==> src/rtl/pfx_pkg.sv <==
package pfx_pkg;

    localparam int DEF_LANES = 32;

    typedef enum logic [1:0] {
        SCAN_FWD_EXCL = 2'b00,
        SCAN_FWD_INCL = 2'b01,
        SCAN_REV_EXCL = 2'b10,
        SCAN_REV_INCL = 2'b11
    } scan_mode_e;

endpackage

==> src/rtl/pfx_mask_gen.sv <==
module pfx_mask_gen
    import pfx_pkg::*;
#(
    parameter int LANES    = DEF_LANES,
    parameter int LANE_IDX = 0
) (
    input  scan_mode_e       mode,
    output logic [LANES-1:0] mask
);
    logic [LANES-1:0] below;
    logic [LANES-1:0] self_bit;
    logic [LANES-1:0] above;

    always_comb begin
        for (int j = 0; j < LANES; j++) begin
            below[j]    = (j < LANE_IDX);
            self_bit[j] = (j == LANE_IDX);
            above[j]    = (j > LANE_IDX);
        end
        unique case (mode)
            SCAN_FWD_EXCL: mask = below;
            SCAN_FWD_INCL: mask = below | self_bit;
            SCAN_REV_EXCL: mask = above;
            SCAN_REV_INCL: mask = above | self_bit;
            default:       mask = '0;
        endcase
    end
endmodule

==> src/rtl/pfx_popcnt.sv <==
module pfx_popcnt #(
    parameter int W  = 32,
    parameter int CW = $clog2(W + 1)
) (
    input  logic [W-1:0]  bits,
    output logic [CW-1:0] cnt
);
    always_comb begin
        cnt = '0;
        for (int i = 0; i < W; i++) begin
            cnt = cnt + CW'(bits[i]);
        end
    end
endmodule

==> src/rtl/pfx_warp_count.sv <==
module pfx_warp_count
    import pfx_pkg::*;
#(
    parameter int LANES = DEF_LANES,
    parameter int CNT_W = $clog2(LANES + 1)
) (
    input  logic                   clk,
    input  logic                   rst,
    input  logic                   in_valid,
    input  logic [LANES-1:0]       in_pred,
    input  logic [1:0]             in_mode,
    output logic                   out_valid,
    output logic [LANES-1:0]       out_ballot,
    output logic [CNT_W-1:0]       out_total,
    output logic [LANES*CNT_W-1:0] out_prefix
);
    localparam int PFX_W = LANES * CNT_W;

    scan_mode_e         mode_q;
    logic [CNT_W-1:0]   total_d;
    logic [PFX_W-1:0]   prefix_d;

    assign mode_q = scan_mode_e'(in_mode);

    pfx_popcnt #(.W(LANES), .CW(CNT_W)) u_total (
        .bits (in_pred),
        .cnt  (total_d)
    );

    for (genvar k = 0; k < LANES; k++) begin : g_lane
        logic [LANES-1:0] lane_mask;
        logic [CNT_W-1:0] lane_cnt;

        pfx_mask_gen #(.LANES(LANES), .LANE_IDX(k)) u_mask (
            .mode (mode_q),
            .mask (lane_mask)
        );

        pfx_popcnt #(.W(LANES), .CW(CNT_W)) u_cnt (
            .bits (in_pred & lane_mask),
            .cnt  (lane_cnt)
        );

        assign prefix_d[k*CNT_W +: CNT_W] = lane_cnt;
    end

    always_ff @(posedge clk) begin
        if (rst) begin
            out_valid  <= 1'b0;
            out_ballot <= '0;
            out_total  <= '0;
            out_prefix <= '0;
        end else begin
            out_valid <= in_valid;
            if (in_valid) begin
                out_ballot <= in_pred;
                out_total  <= total_d;
                out_prefix <= prefix_d;
            end
        end
    end
endmodule

==> config.mk <==
export PLATFORM = sky130hd
export DESIGN_NAME = pfx_warp_count
export DESIGN_NICKNAME = d
export VERILOG_FILES = /design/src/rtl/pfx_pkg.sv /design/src/rtl/pfx_mask_gen.sv /design/src/rtl/pfx_popcnt.sv /design/src/rtl/pfx_warp_count.sv
export SDC_FILE = /design/constraint.sdc
export NUM_CORES = 1
export LEC_CHECK = 0
export BUFFER_PORTS_ARGS = -buffer_cell sky130_fd_sc_hd__buf_2
export CORE_AREA = 2 2 301 303
export CTS_BUF_LIST = sky130_fd_sc_hd__clkbuf_4 sky130_fd_sc_hd__clkbuf_8
export DETAILED_ROUTE_END_ITERATION = 8
export DIE_AREA = 0 0 303 305
export HOLD_SLACK_MARGIN = 0.03
export REMOVE_ABC_BUFFERS = 1
export SLEW_MARGIN = 10
export SYNTH_ARGS = -nofsm -noshare
export SYNTH_HDL_FRONTEND = slang
export SYNTH_SLANG_ARGS = --single-unit
export TNS_END_PERCENT = 100
==> constraint.sdc <==
create_clock -name clk -period 7.1 [get_ports clk]
set_input_delay 1.065 -clock clk [delete_from_list [all_inputs] [get_ports clk]]
set_output_delay 1.065 -clock clk [all_outputs]
set_load 0.005 [all_outputs]
# Word-level counts from Yosys, hierarchy flattened

Cells that the tools add are included.
W data, S select, Z words.

Register bits after elaboration: 231
Input port bits: 37
Output and inout bits: 231
Logic and storage cells: 1,095

Add/sub/neg operators: 1,023
Equal/unequal tests: 3
Muxes and demuxes: 32
Bitwise logic cells: 32
Reduce and logical (&&, ||, !) cells: 1

Operators with widths:

| kind                 | number |
|---|---|
| $add A6 B1 Y6        | 990 |
| $pmux W32 S4         | 32 |
| $and A32 B32 Y32     | 32 |
| $add A1 B1 Y2        | 33 |
| $eq A2 B2 Y1 const B | 2 |
| $eq A2 B1 Y1 const B | 1 |
| $logic_not A2 Y1     | 1 |

# Logic depth before layout (Yosys ltp)

Depth after elaboration: 34
Depth in mapped cells: 23
Mapped depth without buffers: 20

# Cells and area by module

From an unflattened synthesis, not the netlist that was laid out.

Cell total of the unflattened synthesis: 5,289
Area total of the unflattened synthesis: 47,330.4 µm²

Modules (own cells, without submodules):

| module                                | times used | cells each | area an instance (µm²) | seq. area each (µm²) |
|---|---|---|---|---|
| pfx_popcnt at g_lane[0].u_cnt ...     | 29         | 73         | 758.2                  | 0.0 |
| pfx_warp_count                        | 1          | 1,864      | 15,004.4               | 4,624.4 |
| pfx_mask_gen at g_lane[10].u_mask ... | 30         | 32         | 229.0                  | 0.0 |
| pfx_popcnt at g_lane[7].u_cnt ...     | 4          | 71         | 750.7                  | 0.0 |
| pfx_mask_gen at g_lane[0].u_mask ...  | 2          | 32         | 232.7                  | 0.0 |

# Worst setup path after synthesis

OpenSTA, ideal clock, no wires.

Path type: input port to flip-flop
Start: input port in_mode[1]
End: register out_prefix[22]
Library setup time: 82 ps
Data arrival time: 7,397 ps
Slack: -379 ps
Stages: 18
Buffers on the path: 2
Path through: clkbuf_1 > clkbuf_1 > and2_1 > fa_1 > inv_1 > fa_1 > inv_1 > fa_1 > inv_1 > fa_1 > fa_1 > inv_1 > fa_1 > fa_1 > fa_1 > a21o_1 > a2111o_1 > o221ai_1

Cells in the longest elaborated chain, start to end: 34
Elaborated cells between the ends (all ways): 37

RTL lines:

| what                                 | line                 | source |
|---|---|---|
| start, declared                      | pfx_warp_count.sv:11 | `input logic [1:0] in_mode,` |
| $eq A2 B2 Y1 (tied with other cells) | pfx_mask_gen.sv:20   | `unique case (mode)` |
| $pmux W32 S4 (*)                     | pfx_mask_gen.sv:20   |  |
| $and A32 B32 Y32 (*)                 | pfx_warp_count.sv:40 | `.bits (in_pred & lane_mask),` |
| $add A1 B1 Y2                        | pfx_popcnt.sv:11     | `cnt = cnt + CW'(bits[i]);` |
| $add A6 B1 Y6 (29 in a row)          | pfx_popcnt.sv:11     |  |
| $add A6 B1 Y6 (*)                    | pfx_popcnt.sv:11     |  |
| end signal, assigned                 | pfx_warp_count.sv:58 | `out_prefix <= prefix_d;` |
| end, declared                        | pfx_warp_count.sv:15 | `output logic [LANES*CNT_W-1:0] out_prefix` |

Every way passes the cells marked *; elsewhere a longest branch is shown, timed or not.
A chain may end at the register's enable or synchronous reset.

# Worst setup path after layout

Start: input port in_mode[1]
End: register out_prefix[112]

Same word-level chain as after synthesis.

==> impl_metrics.json <==
{
  "clock_latency_ns": 0.69,
  "root_buffer": "clkbuf_8",
  "synth.avg_cell_area_um2": 10.0,
  "grt_pass1_wl_mm": 119,
  "setup_tns_ns": 0,
  "yosys.area_share.simple_pct": 9.09,
  "grtUsageTotal_pct": 17.1,
  "rows": 110,
  "muxShareOfSynthArea_pct": 3.35,
  "internal_power_uw": 8450,
  "routed_via_density": 4.63,
  "powerDensity_mw_per_mm2": 553,
  "gp_congestion": 0.866,
  "die_w_um": 303,
  "clockBufferDepth": 3,
  "post-route-period-util_pct": 87.4,
  "place_hpwl_mm": 61.4,
  "fmax_ghz": 0.161,
  "cts_tree": "built",
  "min_path_type": "flip-flop to flip-flop",
  "grt_max_degree": 136,
  "fin_nets": 3649,
  "drive_gt1_share_pct": 14.8,
  "syn2layout_area_growth_pct": 14.6,
  "p_leak_uw": 0.0157,
  "postRouteAntennaNets": 0,
  "violations": "DRC",
  "timing.slew.headroom_pct": 29.1,
  "required_ns": 7.72,
  "synth_fa_ha_area_share_pct": 46.2,
  "tightest_slew_ns": 1.06,
  "synth-edff-count": 0,
  "grt_antenna_before_repair": 2,
  "final_common_cell": "inv_1",
  "ys_ff_latch": 231,
  "finalHoldViolCount": 0,
  "peakVddDrop_v": 0.000239,
  "io_buffer_count": 267,
  "cts.sinks": 231,
  "drt-pass1-iter-count": 7,
  "synth_flop_cell": "dfxtp_1",
  "skew_ns": 0,
  "drtIter0Drc": 955,
  "die_y_um": 305,
  "final_cell_mix": "inv_1 (616), fa_1 (493), buf_2 (265)",
  "cp_data_arrival_time_ns": 6.82,
  "swShare_pct": 49.8,
  "synthCells": 2646,
  "yosysSeqAreaShare_pct": 17.4,
  "period_needed_ns": 6.20,
  "r2r_end": "out_prefix[10]",
  "worst_setup_path_end_kind": "flip-flop",
  "wl_per_cell_um": 18.6,
  "crit_start": "in_mode[1]",
  "r2r_start": "out_prefix[10]",
  "worstPathMaxFanout": 46,
  "async_reset_ff_share_pct": 0,
  "setup_violations": 0,
  "seqPwrFrac_pct": 10.8,
  "cp-endpoint": "out_prefix[112]",
  "crit_type": "input port to flip-flop",
  "p_comb_share_pct": 80.1,
  "drc": 12,
  "setup_slack_ns": 0.898,
  "syn_area_mm2": 0.0266,
  "fillers": 9130,
  "synth_top_family_by_area": "adder cells",
  "postCtsSetupRepairBufs": 0,
  "post_cts_resized": 0,
  "yosysWarnings": 0,
  "synth_compound_area_share_pct": 11.2,
  "synth.distinct_cells": 45,
  "maxCapViolations": 0,
  "cts_buffers": 48,
  "min_from": "out_prefix[138]",
  "core_mm2": 0.0893,
  "dieArea_mm2": 0.0924,
  "start_util_pct": 29.7,
  "drv_slew": 0,
  "rsz0062_at_grt": "false",
  "cp-start-kind": "input port",
  "synth_xor_area_share_pct": 2.07,
  "postCtsHoldBufs": 0,
  "reg2reg_slack_ns": 6.16,
  "p_switching_uw": 8370,
  "ioPinCount": 268,
  "worstRegToRegCells": 2,
  "status": "complete, but fails checks",
  "dpl_worst_slack_ns": 0.162,
  "p_clk_share_pct": 9.1,
  "clkTransAtPathRegs_ns": 0.07,
  "htreeDepth": 2,
  "vias": 19200,
  "grt.overflow.total": 0,
  "grt_pass1_vias": 19800,
  "wirelength_mm": 77.0
}
state kept, by name (all words and copies together), names as in the netlist:
register and flops:
out_valid 1, out_ballot 32, out_total 6, out_prefix 192
worst max-delay path, cell delays in order:
cell and delay (ns):
buf_2 0.13, buf_12 0.16, nor2b_1 0.36, fa_1 0.54, inv_1 0.23, fa_1 0.53
fa_1 0.58, inv_1 0.14, fa_1 0.52, inv_1 0.05, fa_1 0.45, fa_1 0.49
inv_1 0.05, fa_1 0.39, fa_1 0.42, a21o_1 0.20, a2111o_1 0.40, o221ai_1 0.07
synthesized netlist by cell type, types with 14 or more instances:
master	instances	area share [%]
nor4_1	32	0.75
fa_1	493	37
o2111a_1	32	1.4
clkbuf_1	36	0.51
and3_1	36	0.85
a311oi_1	14	0.46
a2111o_1	19	0.81
a21o_1	54	1.5
o21ai_0	46	0.87
and3b_1	18	0.59
ha_1	192	9.0
and2_1	25	0.59
nor2b_1	22	0.52
nand2b_1	21	0.49
a221oi_1	19	0.63
or3_1	19	0.45
nand2_1	133	1.9
buf_2	52	0.98
inv_1	616	8.7
dfxtp_1	231	17
xnor2_1	59	1.9
mux2i_1	89	3.4
a211oi_1	51	1.4
nor2_1	157	2.2
a21oi_1	32	0.60
a311o_1	46	1.7
o221ai_1	17	0.56
power by group through the flow:
| stage | clock network, µW | registers (µW) | logic [µW] |
|---|---|---|---|
| 5_1_grt | 1650 | 1860 | 15500 |
| 6_report | 1530 | 1820 | 13500 |
| 2_1_floorplan | 0 | 1850 | 9700 |
| 3_5_place_dp | 0 | 1850 | 13600 |
| 3_3_place_gp | 0 | 1840 | 13400 |
| 4_1_cts | 1590 | 1820 | 13700 |
logic make-up (layout without fill, tap and decap cells):
group                      after synthesis  count (layout)
buffers and inverters                  721            1033
adders and majority gates              685             685
and+or+nand+nor                        492             492
AOI/OAI and AO/OA                      366             366
DFF                                    231             231
muxes                                   89              89
xor gates and xnor gates                62              62
other                                    0               1
area by class of cell:
cell class / count / area [µm²] / share of cell area [%]
well taps: 1176 / 1470 / 4.84
flip-flops and latches: 231 / 4620 / 15.2
clock buffers: 66 / 858 / 2.82
inverters: 619 / 2330 / 7.65
multi-input cells: 1694 / 19100 / 62.8
diodes: 1 / 2.50 / 0.00823
repair buffers: 333 / 1890 / 6.21
clock inverters: 15 / 136 / 0.448
worst min-delay path by stage:
stage                                  to  cells past startpoint  slack, ns
after global routing      out_prefix[169]                      2       0.49
after CTS                  out_prefix[90]                      2       0.47
after detailed placement   out_prefix[90]                      2       0.47
final                     out_prefix[138]                      2       0.47
after global placement    out_prefix[169]                      2       0.47
after floorplan           out_prefix[191]                      2       0.47
per-stage QoR:
stage          total power [µW]  std cells  instance area [µm²]  utilization [%]  hold slack (ns)
2_1_floorplan             11500       2544                26000                -            0.466
3_3_place_gp              15200       4053                29400             32.9            0.465
3_5_place_dp              15400       4053                29400             32.9            0.467
4_1_cts                   17100       4134                30400             34.1            0.475
5_1_grt                   19000       4135                30400             34.1            0.486
6_report                  16800       4135                30400             34.1            0.474
metal layers:
layer	part of all wire [%]	up-vias	track usage, %
li1	-	9067	-
met1	42	9532	21.5
met2	47	416	27.7
met3	6.4	145	4.33
met4	4.5	2	7.16
met5	0.012	-	0
No activity file was read; power rests on OpenSTA's default activity.
